<file path="src/rtl/wbx_pkg.sv">
package wbx_pkg;

   typedef enum logic {
      WBX_TX = 1'b0,
      WBX_RX = 1'b1
   } wbx_dir_e;

   typedef struct packed {
      logic active;
      logic half;
      logic full;
      logic empty;
      logic avail;
   } wbx_side_t;

endpackage

</file>
<file path="src/rtl/wbx_fifo.sv">
module wbx_fifo #(
   parameter int DEPTH  = 16,
   parameter int WORD_W = 32,
   localparam int PTR_W  = $clog2(DEPTH),
   localparam int FILL_W = PTR_W + 1
) (
   input  logic              clk,
   input  logic              rst_n,
   input  logic              push_i,
   input  logic [WORD_W-1:0] push_data_i,
   input  logic              pop_i,
   output logic [WORD_W-1:0] head_o,
   output logic [FILL_W-1:0] fill_o
);

   localparam logic [FILL_W-1:0] FULL_LVL = FILL_W'(DEPTH);

   if (DEPTH < 2 || (DEPTH & (DEPTH - 1)) != 0) begin : g_bad_depth
      $error("wbx_fifo: DEPTH must be a power of two >= 2");
   end

   logic [WORD_W-1:0] mem [DEPTH];
   logic [PTR_W-1:0]  rd_ptr;
   logic [FILL_W-1:0] fill;
   logic [PTR_W-1:0]  wr_idx;
   logic              push_ok, pop_ok;

   assign push_ok = push_i && (fill != FULL_LVL);
   assign pop_ok  = pop_i && (fill != '0);
   assign wr_idx  = rd_ptr + fill[PTR_W-1:0];
   assign head_o  = mem[rd_ptr];
   assign fill_o  = fill;

   always_ff @(posedge clk) begin
      if (push_ok) mem[wr_idx] <= push_data_i;
   end

   always_ff @(posedge clk) begin
      if (!rst_n) begin
         rd_ptr <= '0;
         fill   <= '0;
      end else begin
         if (pop_ok) rd_ptr <= rd_ptr + 1'b1;
         fill <= fill + FILL_W'(push_ok) - FILL_W'(pop_ok);
      end
   end

   AST_NO_OVERFLOW: assert property (@(posedge clk) disable iff (!rst_n)
      fill <= FULL_LVL);
   AST_FULL_PUSH: assert property (@(posedge clk) disable iff (!rst_n)
      (push_i && !pop_i && fill == FULL_LVL) |=> (fill == FULL_LVL && $stable(rd_ptr)));
   AST_EMPTY_POP: assert property (@(posedge clk) disable iff (!rst_n)
      (pop_i && !push_i && fill == '0) |=> (fill == '0 && $stable(rd_ptr)));

endmodule

</file>
<file path="src/rtl/wbx_rx_pack.sv">
module wbx_rx_pack #(
   parameter int WORD_W = 32,
   localparam int BYTES = WORD_W / 8,
   localparam int IDX_W = $clog2(BYTES)
) (
   input  logic              clk,
   input  logic              rst_n,
   input  logic              clr_i,
   input  logic              take_i,
   input  logic              last_i,
   input  logic [7:0]        byte_i,
   output logic              push_o,
   output logic [WORD_W-1:0] word_o
);

   logic [IDX_W-1:0]  idx;
   logic [WORD_W-1:0] acc;

   for (genvar i = 0; i < BYTES; i++) begin : g_lane
      assign word_o[8*i +: 8] = (idx == IDX_W'(i)) ? byte_i : acc[8*i +: 8];
   end

   assign push_o = take_i && ((idx == IDX_W'(BYTES - 1)) || last_i);

   always_ff @(posedge clk) begin
      if (!rst_n || clr_i) begin
         idx <= '0;
         acc <= '0;
      end else if (take_i) begin
         if (push_o) begin
            idx <= '0;
            acc <= '0;
         end else begin
            idx <= idx + 1'b1;
            acc <= word_o;
         end
      end
   end

endmodule

</file>
<file path="src/rtl/wbx_tx_unpack.sv">
module wbx_tx_unpack #(
   parameter int WORD_W = 32,
   localparam int BYTES = WORD_W / 8,
   localparam int IDX_W = $clog2(BYTES)
) (
   input  logic              clk,
   input  logic              rst_n,
   input  logic              clr_i,
   input  logic              move_i,
   input  logic [WORD_W-1:0] head_i,
   output logic              pop_o,
   output logic              mid_o,
   output logic [7:0]        byte_o
);

   logic [IDX_W-1:0]  idx;
   logic [WORD_W-1:0] hold;

   assign mid_o  = (idx != '0);
   assign pop_o  = move_i && !mid_o;
   assign byte_o = mid_o ? hold[8*idx +: 8] : head_i[7:0];

   always_ff @(posedge clk) begin
      if (!rst_n || clr_i) begin
         idx  <= '0;
         hold <= '0;
      end else if (move_i) begin
         if (!mid_o) hold <= head_i;
         idx <= idx + 1'b1;
      end
   end

endmodule

</file>
<file path="src/rtl/wbx_flags.sv">
module wbx_flags
   import wbx_pkg::*;
#(
   parameter int DEPTH = 16,
   localparam int FILL_W = $clog2(DEPTH) + 1
) (
   input  logic              en_i,
   input  wbx_dir_e          dir_i,
   input  logic [FILL_W-1:0] fill_i,
   output wbx_side_t         tx_o,
   output wbx_side_t         rx_o
);

   localparam logic [FILL_W-1:0] HALF = FILL_W'(DEPTH / 2);
   localparam logic [FILL_W-1:0] FULL = FILL_W'(DEPTH);

   wbx_side_t tx_lvl, rx_lvl;

   always_comb begin
      tx_lvl.active = 1'b1;
      tx_lvl.half   = (fill_i <= HALF);
      tx_lvl.full   = (fill_i == FULL);
      tx_lvl.empty  = (fill_i == '0);
      tx_lvl.avail  = (fill_i != '0);
      rx_lvl        = tx_lvl;
      rx_lvl.half   = (fill_i >= HALF);
   end

   assign tx_o = (en_i && dir_i == WBX_TX) ? tx_lvl : '0;
   assign rx_o = (en_i && dir_i == WBX_RX) ? rx_lvl : '0;

endmodule

</file>
<file path="src/rtl/wbx_engine.sv">
module wbx_engine
   import wbx_pkg::*;
#(
   parameter int DEPTH  = 16,
   parameter int WORD_W = 32,
   parameter int LEN_W  = 16,
   localparam int FILL_W = $clog2(DEPTH) + 1
) (
   input  logic              clk,
   input  logic              rst_n,
   input  logic              len_wr,
   input  logic [LEN_W-1:0]  len_val,
   input  logic              ctrl_wr,
   input  logic              ctrl_enable,
   input  logic              ctrl_dir,
   input  logic              host_push,
   input  logic [WORD_W-1:0] host_wdata,
   input  logic              host_pop,
   output logic [WORD_W-1:0] host_rdata,
   input  logic              card_ready,
   input  logic [7:0]        card_rd_byte,
   output logic              card_rd_take,
   output logic              card_wr_valid,
   output logic [7:0]        card_wr_byte,
   output logic              engine_en,
   output logic [LEN_W-1:0]  byte_cnt,
   output logic [LEN_W-2:0]  word_cnt,
   output logic [FILL_W-1:0] fill_level,
   output logic              data_end,
   output logic              block_end,
   output logic              tx_active,
   output logic              tx_half_empty,
   output logic              tx_full,
   output logic              tx_empty,
   output logic              tx_avail,
   output logic              rx_active,
   output logic              rx_half_full,
   output logic              rx_full,
   output logic              rx_empty,
   output logic              rx_avail
);

   localparam logic [FILL_W-1:0] FULL_LVL = FILL_W'(DEPTH);

   if (WORD_W < 16 || (WORD_W % 8) != 0 || ((WORD_W / 8) & (WORD_W / 8 - 1)) != 0) begin : g_bad_word
      $error("wbx_engine: WORD_W must be a power-of-two count of bytes, at least 2");
   end
   if (LEN_W < 3) begin : g_bad_len
      $error("wbx_engine: LEN_W must be at least 3");
   end

   logic [LEN_W-1:0]  len_q, cnt;
   logic              en, done;
   wbx_dir_e          dir;
   logic              load, cnt_zero;
   logic              rx_take, tx_move;
   logic              pk_push, up_pop, up_mid;
   logic [WORD_W-1:0] pk_word, head;
   logic [FILL_W-1:0] fill;
   logic              fifo_push, fifo_pop, host_push_ok, host_pop_ok;
   logic [WORD_W-1:0] fifo_wdata;
   logic [LEN_W:0]    cnt_plus;
   wbx_side_t         tx_s, rx_s;

   assign load     = ctrl_wr && ctrl_enable;
   assign cnt_zero = (cnt == '0);

   assign rx_take = en && dir == WBX_RX && !cnt_zero && card_ready && fill != FULL_LVL;
   assign tx_move = en && dir == WBX_TX && !cnt_zero && (up_mid || fill != '0);

   assign host_push_ok = host_push && en && dir == WBX_TX && !cnt_zero;
   assign host_pop_ok  = host_pop && dir == WBX_RX && fill != '0;

   assign fifo_push  = (dir == WBX_RX) ? pk_push : host_push_ok;
   assign fifo_wdata = (dir == WBX_RX) ? pk_word : host_wdata;
   assign fifo_pop   = (dir == WBX_RX) ? host_pop_ok : up_pop;

   wbx_fifo #(.DEPTH(DEPTH), .WORD_W(WORD_W)) u_fifo (
      .clk(clk), .rst_n(rst_n),
      .push_i(fifo_push), .push_data_i(fifo_wdata),
      .pop_i(fifo_pop), .head_o(head), .fill_o(fill)
   );

   wbx_rx_pack #(.WORD_W(WORD_W)) u_pack (
      .clk(clk), .rst_n(rst_n), .clr_i(load),
      .take_i(rx_take), .last_i(cnt == LEN_W'(1)), .byte_i(card_rd_byte),
      .push_o(pk_push), .word_o(pk_word)
   );

   wbx_tx_unpack #(.WORD_W(WORD_W)) u_unpack (
      .clk(clk), .rst_n(rst_n), .clr_i(load),
      .move_i(tx_move), .head_i(head),
      .pop_o(up_pop), .mid_o(up_mid), .byte_o(card_wr_byte)
   );

   wbx_flags #(.DEPTH(DEPTH)) u_flags (
      .en_i(en), .dir_i(dir), .fill_i(fill), .tx_o(tx_s), .rx_o(rx_s)
   );

   always_ff @(posedge clk) begin
      if (!rst_n) begin
         len_q <= '0;
         cnt   <= '0;
         en    <= 1'b0;
         dir   <= WBX_TX;
         done  <= 1'b0;
      end else begin
         if (len_wr) len_q <= len_val;
         if (ctrl_wr) begin
            en  <= ctrl_enable;
            dir <= wbx_dir_e'(ctrl_dir);
            if (ctrl_enable) begin
               cnt  <= len_q;
               done <= 1'b0;
            end
         end else begin
            if (rx_take || tx_move) cnt <= cnt - 1'b1;
            if (en && cnt_zero) done <= 1'b1;
            if (en && cnt_zero && fill == '0) en <= 1'b0;
         end
      end
   end

   assign cnt_plus = {1'b0, cnt} + (LEN_W + 1)'(3);

   assign host_rdata    = host_pop_ok ? head : '0;
   assign card_rd_take  = rx_take;
   assign card_wr_valid = tx_move;
   assign engine_en     = en;
   assign byte_cnt      = cnt;
   assign word_cnt      = cnt_plus[LEN_W:2];
   assign fill_level    = fill;
   assign data_end      = done;
   assign block_end     = done;
   assign tx_active     = tx_s.active;
   assign tx_half_empty = tx_s.half;
   assign tx_full       = tx_s.full;
   assign tx_empty      = tx_s.empty;
   assign tx_avail      = tx_s.avail;
   assign rx_active     = rx_s.active;
   assign rx_half_full  = rx_s.half;
   assign rx_full       = rx_s.full;
   assign rx_empty      = rx_s.empty;
   assign rx_avail      = rx_s.avail;

   AST_LOAD_CNT: assert property (@(posedge clk) disable iff (!rst_n)
      load |=> (byte_cnt == $past(len_q) && !data_end));
   AST_CNT_STEP: assert property (@(posedge clk) disable iff (!rst_n)
      (!ctrl_wr && (card_rd_take || card_wr_valid)) |=> (byte_cnt == $past(byte_cnt) - 1'b1));
   AST_RX_ROOM: assert property (@(posedge clk) disable iff (!rst_n)
      card_rd_take |-> (fill != FULL_LVL && card_ready));
   AST_TX_SRC: assert property (@(posedge clk) disable iff (!rst_n)
      card_wr_valid |-> (fill != '0 || up_mid));
   AST_LAST_PUSH: assert property (@(posedge clk) disable iff (!rst_n)
      (card_rd_take && byte_cnt == LEN_W'(1) && !host_pop) |=> (fill == $past(fill) + 1'b1));
   AST_END_SET: assert property (@(posedge clk) disable iff (!rst_n)
      (engine_en && byte_cnt == '0 && !ctrl_wr) |=> (data_end && block_end));
   AST_AUTO_OFF: assert property (@(posedge clk) disable iff (!rst_n)
      (engine_en && byte_cnt == '0 && fill == '0 && !ctrl_wr) |=> !engine_en);
   AST_IDLE_QUIET: assert property (@(posedge clk) disable iff (!rst_n)
      !engine_en |-> !(tx_active || tx_half_empty || tx_full || tx_empty || tx_avail ||
                       rx_active || rx_half_full || rx_full || rx_empty || rx_avail));
   AST_DIR_GATE: assert property (@(posedge clk) disable iff (!rst_n)
      (rx_active |-> !tx_active) and (rx_avail |-> !tx_avail));

endmodule

</file>
<file path="config.mk">
export PLATFORM = sky130hd
export DESIGN_NAME = wbx_engine
export DESIGN_NICKNAME = d
export VERILOG_FILES = /design/src/rtl/wbx_pkg.sv /design/src/rtl/wbx_fifo.sv /design/src/rtl/wbx_rx_pack.sv /design/src/rtl/wbx_tx_unpack.sv /design/src/rtl/wbx_flags.sv /design/src/rtl/wbx_engine.sv
export SDC_FILE = /design/constraint.sdc
export NUM_CORES = 1
export LEC_CHECK = 0
export BUFFER_PORTS_ARGS = -buffer_cell sky130_fd_sc_hd__buf_2
export CORE_ASPECT_RATIO = 0.6
export CORE_MARGIN = 2
export CORE_UTILIZATION = 40
export CTS_CLUSTER_SIZE = 30
export DETAILED_ROUTE_END_ITERATION = 8
export PLACE_DENSITY = 0.59
export SKIP_CTS_REPAIR_TIMING = 1
export SYNTH_ARGS = -nofsm -noshare
export SYNTH_HDL_FRONTEND = slang
export SYNTH_SLANG_ARGS = --single-unit
</file>
<file path="constraint.sdc">
create_clock -name clk -period 11.4 [get_ports clk]
set_input_delay 1.14 -clock clk [delete_from_list [all_inputs] [get_ports clk]]
set_output_delay 1.14 -clock clk [all_outputs]
set_load 0.05 [all_outputs]
</file>
==> impl_metrics.env, run 1 <==
export IMPL_syn_area_mm2=0.02573
export IMPL_tightest_slew_ns=1.316
export IMPL_power_density_mw_per_mm2=181.2
export IMPL_synth_avg_cell_area_um2=16.33
export IMPL_max_slew_margin_pct=11.71
export IMPL_drc=0
export IMPL_htreeDepth=2
export IMPL_rsz0062_at_grt="no"
export IMPL_ys_flop_type="edfxtp_1"
export IMPL_first_global_vias=14800
export IMPL_cts_sinks=628
export IMPL_intPower_mw=3.877
export IMPL_gp_congestion=0.8992
export IMPL_antenna_found_initial=1
export IMPL_dp_slack_ns=5.830
export IMPL_fin_ws_ns=5.333
export IMPL_worst_path_most_repeated_cell="buf_4"
export IMPL_startpoint_type="flop"
export IMPL_clk_path_buf_depth=3
export IMPL_multi_input_area_mm2=0.007596
export IMPL_syn_inst=1576
export IMPL_status="complete, no violations"
export IMPL_p_leak_nw=9.739
export IMPL_setup_tns_ns=0
export IMPL_switching_share_pct=26.93
export IMPL_drt_iter0_markers=1972
export IMPL_io_buffers=155
export IMPL_critPathMaxFanout=49
export IMPL_cts_tree="built"
export IMPL_drive_above_1_share_pct=26.13
export IMPL_rr_worst_depth=6
export IMPL_worstSetupPathType="flop to output pin"
export IMPL_seqCellArea_mm2=0.01771
export IMPL_die_w_um=331.4
export IMPL_crit_cells=7
export IMPL_timing_fmax_ghz=0.1648
export IMPL_crit_required_ns=10.26
export IMPL_power_share_clock_pct=35.7
export IMPL_synth_nets=1662
export IMPL_drtPass1Iterations=6
export IMPL_synth_edf_count=512
export IMPL_ir_drop_v=0.0001036
export IMPL_nFillCells=5386
export IMPL_clkLatencyLatePin_ns=0.60
export IMPL_viasPerCell=5.941
export IMPL_async_flop_share_pct=0
export IMPL_pwr_share_comb_pct=15.0
export IMPL_hpwl_mm=42.41
export IMPL_dieArea_mm2=0.06644
export IMPL_post_route_util_pct=46.36
export IMPL_setup_viol=0
export IMPL_yosys_register_bits=628
export IMPL_cpMaxStageDelayCell="dfxtp_4"
export IMPL_grt_pass1_wl_mm=104.4
export IMPL_cts_buffers=55
export IMPL_worstHoldStart="u_pack.acc[31]$_SDFFE_PP0P_"
export IMPL_netlist_top_cells_area="edfxtp_1 60%, mux4_2 12%, dfxtp_1 9.0%, mux2i_1 2.3%, a22oi_1 1.9%"
export IMPL_ys_types=69
export IMPL_grt_max_degree=72
export IMPL_critPathArrivalTime_ns=4.93
export IMPL_routed_wirelength_mm=72.27
export IMPL_crit_buf_inv=3
export IMPL_yosys_area_top_type="edfxtp_1"
export IMPL_yosysWarningCount=0
export IMPL_avgRoutedWirePerCell_um=27.88
export IMPL_final_nets=1794
export IMPL_p_seq_share_pct=49.3
export IMPL_cpPeakStageDelay_ns=0.90
export IMPL_grt_ovfl_total=0
export IMPL_dp_cells=2490
export IMPL_synth_yosys_seq_area_share_pct=68.77
export IMPL_vias=15400
export IMPL_whs_path_depth=2
export IMPL_pin_count=156
export IMPL_net_switching_power_mw=1.429
export IMPL_end_kind="output pin"
export IMPL_rows=71
export IMPL_root_buffer="clkbuf_16"
export IMPL_die_y_um=200.5
export IMPL_finClkSkew_ns=0.01664
export IMPL_start_util_pct=40.74
export IMPL_min_delay_path_class="flop to flop"
export IMPL_area_growth_pct=13.80
export IMPL_crit_path_cell_trace="buf_4 -> buf_4 -> mux4_2 -> a22oi_1 -> nand2_1 -> mux2_2 -> buf_2"
export IMPL_finalNonFillerCells=2592
export IMPL_r2r_setup_slack_ns=7.16
export IMPL_finalCritPeriodShare_pct=53.22
export IMPL_core_area_mm2=0.06316
export IMPL_finalHoldViolations=0
export IMPL_maxCapViolations=0
export IMPL_netlist_area_leader_share_pct=59.75
export IMPL_track_usage_pct=21.48
export IMPL_clk_pin_slew_ns=0.07
export IMPL_path_delay_family="buffers and inverters"
export IMPL_drtAntennaViolNets=0
export IMPL_p_total_mw=5.306
export IMPL_drv_slew=0
export IMPL_n_antenna_cell=0
export IMPL_period_minus_slack_ns=6.067
==> synth_stat cells, drive strengths merged, types with 3 or more instances <==
| master | n |
|---|---|
| inv | 27 |
| o211ai | 5 |
| o21ai | 22 |
| and2 | 5 |
| a21o | 4 |
| a32o | 16 |
| ha | 19 |
| nor3 | 17 |
| clkbuf | 73 |
| mux2 | 10 |
| nor2 | 93 |
| mux2i | 59 |
| a21oi | 97 |
| or4b | 3 |
| nand3 | 36 |
| nor4 | 13 |
| or4 | 6 |
| mux4 | 136 |
| xor2 | 8 |
| nand2 | 82 |
| a22o | 32 |
| edfxtp | 512 |
| a31oi | 7 |
| and3 | 3 |
| xnor2 | 14 |
| nor2b | 5 |
| or3 | 4 |
| buf | 39 |
| a22oi | 65 |
| a211oi | 3 |
| nand2b | 4 |
| nand4 | 6 |
| o22ai | 4 |
| dfxtp | 116 |
==> sequential cells by signal, summed over array words and instances (netlist names), 2 cells and up, named ones only <==
register,flops
byte_cnt,16
len_q,16
u_fifo.fill_o,5
u_fifo.mem,512
u_fifo.rd_ptr,4
u_pack.acc,32
u_pack.idx,2
u_unpack.hold,32
u_unpack.idx,2
==> stage by stage <==
stage                     hold WS (ns)  cell area (µm²)
after floorplan                 0.4077            25730
after global routing            0.4509            29280
after CTS                       0.4301            29280
after detailed placement        0.4190            27470
after global placement          0.4154            27470
final                           0.4328            29280
==> cell usage in the layout (no fill, tap or decap), types with 17 or more instances in the layout <==
cell type,Yosys,routed
edfxtp_1,512,512
buf_2,17,155
mux4_2,136,136
dfxtp_1,116,113
a21oi_1,97,97
nor2_1,93,91
nand2_1,82,82
a22oi_1,65,65
mux2i_1,59,59
clkbuf_16,0,57
nand3_1,36,35
a22o_1,32,32
buf_4,2,32
inv_1,25,25
ha_1,19,19
o21ai_0,17,17
==> per-layer routing <==
layer / global-route usage [%] / share of wire (%) / wire length, µm / up-vias
li1: - / - / - / 6535
met1: 32.12 / 44 / 32000 / 8075
met2: 31.30 / 44 / 31880 / 711
met3: 6.153 / 10 / 7200 / 75
met4: 4.289 / 1.6 / 1175 / 2
met5: 0 / 0.018 / 13 / -
==> kinds of logic after synthesis <==
kind of cell,Yosys count,share of synthesized area [%]
AND/OR/NAND/NOR,287,5.212
multiplexers,205,14.64
AO/OA/AOI/OAI,274,7.323
flip-flops,628,68.77
adder cells (fa/ha/maj),21,1.079
buffers and inverters,139,2.227
XOR/XNOR,22,0.7488
==> final cells by class <==
class                   count  share of cell area, %
well taps                 839                  3.585
multi-input cells         809                  25.94
flip-flops and latches    628                  60.46
clock inverters            34                  1.149
clock buffers              68                  5.046
inverters                  27                 0.3461
repair buffers            187                  3.469
==> worst min-delay path, delay by kind of cell (launching register included) <==
family	cells	cell delay (ns)
flip-flops	1	0.31
AND/OR/NAND/NOR	1	0.03
buffers and inverters	1	0.05
==> power by group through the flow <==
stage,Clock [mW],Combinational (mW),Sequential [mW]
floorplan,0,0.556,2.66
global placement,0,0.780,2.66
detailed placement,0,0.792,2.67
CTS,1.93,0.795,2.62
global route,2.03,0.856,2.62
finish,1.89,0.797,2.62
==> final timing paths <==
kind | to
min reg2reg | u_pack.acc[31]$_SDFFE_PP0P_
max reg2reg | u_unpack.hold[30]$_SDFFE_PP0N_
min | u_pack.acc[31]$_SDFFE_PP0P_
max | card_wr_byte[7]
No activity file was read; power rests on OpenSTA's default activity.
==> run 2, diff against run 1 <==
clock period = 6.3 ns   (was 11.4 ns; I/O delays follow)
==> impl_metrics.env, run 2 (same netlist as run 1, synthesis figures left out) <==
export IMPL_grt_pass1_wl_mm=102.8
export IMPL_finalCritPeriodShare_pct=69.30
export IMPL_first_global_vias=14630
export IMPL_p_seq_share_pct=50.0
export IMPL_start_util_pct=40.74
export IMPL_dr_wl_met3_mm=6.629
export IMPL_core_area_mm2=0.06316
export IMPL_gp_congestion=0.9373
export IMPL_drc=0
export IMPL_tightest_slew_ns=1.264
export IMPL_regMostFlops="u_fifo.mem"
export IMPL_critPathArrivalTime_ns=3.74
export IMPL_pwr_share_comb_pct=15.3
export IMPL_r2r_setup_slack_ns=2.38
export IMPL_grt_ovfl_total=0
export IMPL_highest_layer="met4"
export IMPL_viasPerCell=5.885
export IMPL_p_leak_nw=9.703
export IMPL_met2_length_mm=32.31
export IMPL_dieArea_mm2=0.06644
export IMPL_drive_above_1_share_pct=25.80
export IMPL_avgRoutedWirePerCell_um=27.61
export IMPL_fin_ws_ns=1.934
export IMPL_fin_area_mm2=0.02922
export IMPL_power_share_clock_pct=34.7
export IMPL_period_minus_slack_ns=4.366
export IMPL_setup_tns_ns=0
export IMPL_hpwl_mm=42.37
export IMPL_grt_max_degree=69
export IMPL_clkLatencyLatePin_ns=0.61
export IMPL_maxCapViolations=0
export IMPL_power_density_mw_per_mm2=323.1
export IMPL_final_common_cell="edfxtp_1"
export IMPL_switching_share_pct=27.48
export IMPL_area_growth_pct=13.55
export IMPL_cts_buffers=56
export IMPL_reg_top3="u_fifo.mem x512, u_pack.acc x32, u_unpack.hold x32"
export IMPL_worstHoldStart="len_val[7]"
export IMPL_final_cell_mix="512 x edfxtp_1, 155 x buf_2, 136 x mux4_2, 113 x dfxtp_1, 97 x a21oi_1"
export IMPL_crit_required_ns=5.67
export IMPL_routed_wirelength_mm=71.73
export IMPL_cts_sinks=628
export IMPL_rsz0062_at_grt="no"
export IMPL_finalHoldViolations=0
export IMPL_timing_fmax_ghz=0.2290
export IMPL_ir_drop_v=0.0001691
export IMPL_root_buffer="clkbuf_16"
export IMPL_finClkSkew_ns=0.01813
export IMPL_setup_viol=0
export IMPL_timing_rr_start="byte_cnt[8]$_SDFFE_PN0P_"
export IMPL_die_w_um=331.4
export IMPL_intPower_mw=6.846
export IMPL_rows=71
export IMPL_cts_tree="built"
export IMPL_placed_area_mm2=0.02749
export IMPL_antenna_found_initial=3
export IMPL_drtAntennaViolNets=0
export IMPL_critPathMaxFanout=34
export IMPL_clk_pin_slew_ns=0.07
export IMPL_final_nets=1795
export IMPL_track_usage_pct=21.19
export IMPL_min_delay_path_class="primary input to flop"
export IMPL_io_buffers=155
export IMPL_max_slew_margin_pct=15.17
export IMPL_end_kind="output pin"
export IMPL_dp_slack_ns=2.416
export IMPL_startpoint_type="flop"
export IMPL_clk_path_buf_depth=3
export IMPL_drt_iter0_markers=1760
export IMPL_pin_count=156
export IMPL_vias=15290
export IMPL_drtPass1Iterations=5
export IMPL_largest_register_ffs=512
export IMPL_post_route_util_pct=46.26
export IMPL_met1_length_mm=31.69
export IMPL_status="complete, no violations"
export IMPL_drv_slew=0
export IMPL_worstSetupPathType="flop to output pin"
export IMPL_net_switching_power_mw=2.595
export IMPL_die_y_um=200.5
export IMPL_htreeDepth=2
export IMPL_hold_ws_ns=0.2551
[run 2: power by group through the flow]
| stage | clock [mW] | sequential [mW] | combinational [mW] |
|---|---|---|---|
| floorplan | 0 | 4.82 | 1.01 |
| global placement | 0 | 4.80 | 1.42 |
| detailed placement | 0 | 4.81 | 1.44 |
| CTS | 3.35 | 4.72 | 1.44 |
| global route | 3.52 | 4.73 | 1.55 |
| finish | 3.28 | 4.72 | 1.44 |
[run 2: final cells by class]
| class | count | area (µm²) |
|---|---|---|
| Timing Repair Buffer | 187 | 1041 |
| Fill cell | 5424 | 33940 |
| Sequential cell | 628 | 17710 |
| Inverter | 27 | 101.3 |
| Multi-Input combinational cell | 809 | 7596 |
| Clock inverter | 33 | 195.2 |
| Clock buffer | 72 | 1523 |
| Tap cell | 839 | 1050 |
| Antenna cell | 3 | 7.507 |
[run 2: stage by stage]
step / power, mW / std cells
after floorplan: 5.822 / 1576
after global placement: 6.224 / 2490
after detailed placement: 6.245 / 2490
after CTS: 9.508 / 2595
after global routing: 9.796 / 2598
final: 9.441 / 2598
[run 2: final timing paths]
path | to | depth (start not counted)
hold / removal | len_q[7]$_SDFFE_PN0P_ | 3
setup / recovery | card_wr_byte[5] | 6
setup reg to reg | u_fifo.fill_o[4]$_SDFF_PN0_ | 12
hold reg to reg | u_pack.acc[31]$_SDFFE_PP0P_ | 2
[run 2: worst max-delay path, cell delays in order, from the launching register on]
cell and delay [ns]:
dfxtp_4 0.80, buf_4 0.66, mux4_2 0.58, a22oi_1 0.24
nand2_1 0.21, mux2_2 0.35, buf_2 0.22
[run 2: routing by layer]
| layer | vias to the layer above | global-route usage [%] |
|---|---|---|
| met1 | 7975 | 31.00 |
| li1 | 6548 | - |
| met4 | 0 | 4.468 |
| met5 | - | 0 |
| met3 | 87 | 5.487 |
| met2 | 679 | 32.04 |
==> run 3, diff against run 2 <==
ABC_AREA = 1   (was not set)
PLACE_DENSITY = 0.61   (was 0.59)
clock period = 3.7 ns   (was 6.3 ns; I/O delays follow)
==> impl_metrics.env, run 3 <==
export IMPL_switching_share_pct=29.35
export IMPL_routed_wirelength_mm=79.95
export IMPL_p_leak_nw=11.82
export IMPL_syn_area_mm2=0.02756
export IMPL_final_common_cell="edfxtp_1"
export IMPL_drtPass1Iterations=8
export IMPL_setup_tns_ns=0
export IMPL_tightest_slew_ns=1.353
export IMPL_cts_buffers=56
export IMPL_timing_fmax_ghz=0.2819
export IMPL_clk_path_buf_depth=3
export IMPL_clkLatencyLatePin_ns=0.61
export IMPL_intPower_mw=12.12
export IMPL_start_util_pct=40.49
export IMPL_synth_common_cells="512 x edfxtp_1, 346 x inv_1, 346 x nand2_1, 260 x o21ai_0, 242 x a21oi_1"
export IMPL_netlist_area_leader_share_pct=55.79
export IMPL_finalCritPeriodShare_pct=95.86
export IMPL_clk_pin_slew_ns=0.07
export IMPL_net_switching_power_mw=5.034
export IMPL_yosys_register_bits=628
export IMPL_dieArea_mm2=0.07108
export IMPL_rsz0062_at_grt="no"
export IMPL_hpwl_mm=49.00
export IMPL_gp_congestion=0.9645
export IMPL_pin_count=156
export IMPL_first_global_vias=18710
export IMPL_dp_cells=3649
export IMPL_finalHoldViolations=0
export IMPL_reg_top3="u_fifo.mem x512, u_pack.acc x32, u_unpack.hold x32"
export IMPL_synth_most_common_cell="edfxtp_1"
export IMPL_grt_max_degree=93
export IMPL_synth_avg_cell_area_um2=10.32
export IMPL_grt_ovfl_total=0
export IMPL_yosys_area_top_type="edfxtp_1"
export IMPL_end_kind="output pin"
export IMPL_maxCapViolations=0
export IMPL_synth_yosys_seq_area_share_pct=64.22
export IMPL_period_minus_slack_ns=3.547
export IMPL_htreeDepth=2
export IMPL_drtAntennaViolNets=0
export IMPL_final_nets=2885
export IMPL_netlist_top_cells_area="edfxtp_1 56%, dfxtp_1 8.4%, o21ai_0 4.7%, inv_1 4.7%, nand2_1 4.7%"
export IMPL_synth_edf_count=512
export IMPL_regMostFlops="u_fifo.mem"
export IMPL_drc=0
export IMPL_avgRoutedWirePerCell_um=21.26
export IMPL_finalNonFillerCells=3761
export IMPL_pwr_share_comb_pct=17.7
export IMPL_power_share_clock_pct=35.5
export IMPL_crit_required_ns=3.33
export IMPL_yosysWarningCount=0
export IMPL_hold_ws_ns=0.006633
export IMPL_async_flop_share_pct=0
export IMPL_synth_nets=2756
export IMPL_antenna_found_initial=3
export IMPL_nFillCells=6335
export IMPL_placed_area_mm2=0.02956
export IMPL_io_buffers=155
export IMPL_dp_slack_ns=0.5267
export IMPL_vias=19950
export IMPL_syn_inst=2670
export IMPL_startpoint_type="flop"
export IMPL_p_total_mw=17.15
export IMPL_max_slew_margin_pct=9.805
export IMPL_fin_ws_ns=0.1530
export IMPL_die_y_um=207.3
export IMPL_post_route_util_pct=46.33
export IMPL_power_density_mw_per_mm2=544.0
export IMPL_cts_sinks=628
export IMPL_fin_area_mm2=0.03153
export IMPL_viasPerCell=5.304
export IMPL_grt_pass1_wl_mm=117.7
export IMPL_ys_types=42
export IMPL_core_area_mm2=0.06805
export IMPL_min_delay_path_class="primary input to flop"
export IMPL_critPathArrivalTime_ns=3.18
export IMPL_die_w_um=342.9
export IMPL_setup_viol=0
export IMPL_drv_slew=0
export IMPL_drt_iter0_markers=2243
export IMPL_critPathMaxFanout=35
export IMPL_drive_above_1_share_pct=13.28
export IMPL_p_seq_share_pct=46.8
export IMPL_cts_tree="built"
export IMPL_area_growth_pct=14.42
export IMPL_track_usage_pct=21.92
export IMPL_status="complete, no violations"
export IMPL_largest_register_ffs=512
export IMPL_finClkSkew_ns=0.01842
export IMPL_final_cell_mix="512 x edfxtp_1, 346 x nand2_1, 346 x inv_1, 259 x o21ai_0, 239 x a21oi_1"
export IMPL_rows=74
export IMPL_worstSetupPathType="flop to output pin"
export IMPL_ys_flop_type="edfxtp_1"
export IMPL_ir_drop_v=0.0003734
export IMPL_root_buffer="clkbuf_16"
## run 3: cell count changes after synthesis, moves of 136 or more
cell / previous run / this run
mux4_2: 136 / 0
o21ai_0: 17 / 260
a21oi_1: 97 / 242
nand2_1: 82 / 346
inv_1: 25 / 346
nand3_1: 36 / 231
## run 3: metal layers
layer  share of wire (%)  global-route usage (%)  vias up
met5               0.011                       0        -
met4                 2.0                   4.939        2
met3                 9.7                   5.769      113
met2                  41                   30.70      746
met1                  47                   33.69     9671
li1                    -                       -     9416
## run 3: cell families (layout without fill, tap and decap cells)
logic type                 count (synthesis)  count (layout)  synth area share, %
DFF                                      628             628                64.22
and+or+nand+nor                          837             837                13.28
muxes                                      1               1              0.04086
xor gates and xnor gates                  19              19               0.6039
other                                      0               2                    0
AOI/OAI and AO/OA                        652             652                13.13
adders and majority gates                 21              21                1.008
buffers and inverters                    512             689                7.723
## run 3: worst paths after layout
kind | cells past startpoint | start | slack (ns) | endpoint
worst min-delay path | 3 | len_val[7] | 0.007 | len_q[7]$_SDFFE_PN0P_
worst max register to register | 18 | u_fifo.fill_o[3]$_SDFF_PN0_ | 0.48 | u_fifo.fill_o[4]$_SDFF_PN0_
worst max-delay path | 8 | flop | 0.15 | card_wr_byte[4]
worst min register to register | 2 | len_q[3]$_SDFFE_PN0P_ | 0.46 | len_q[3]$_SDFFE_PN0P_
## run 3: worst max-delay path, cell delays in order (launching register included)
cell and delay [ns]:
dfxtp_2 0.58, inv_2 0.48, buf_4 0.37, nand3_1 0.10
nand3_1 0.06, nand2_1 0.08, inv_1 0.07, o21ai_0 0.45
buf_2 0.37
## run 3: final cells by class
cell class	count	area (µm²)	area share (%)
Clock buffer	88	1664	5.278
Inverter	354	1329	4.214
Tap cell	912	1141	3.619
Sequential cell	628	17710	56.16
Clock inverter	18	241.5	0.7659
Multi-Input combinational cell	1530	7868	24.95
Antenna cell	2	5.005	0.01587
Timing Repair Buffer	229	1574	4.992
## run 3: power groups by stage
| stage | combinational, mW | clock (mW) | sequential (mW) |
|---|---|---|---|
| after CTS | 2.96 | 6.18 | 8.06 |
| final | 3.03 | 6.08 | 8.03 |
| after global placement | 2.92 | 0 | 8.19 |
| after detailed placement | 2.94 | 0 | 8.21 |
| after global routing | 3.33 | 6.49 | 8.05 |
| after floorplan | 2.02 | 0 | 8.24 |
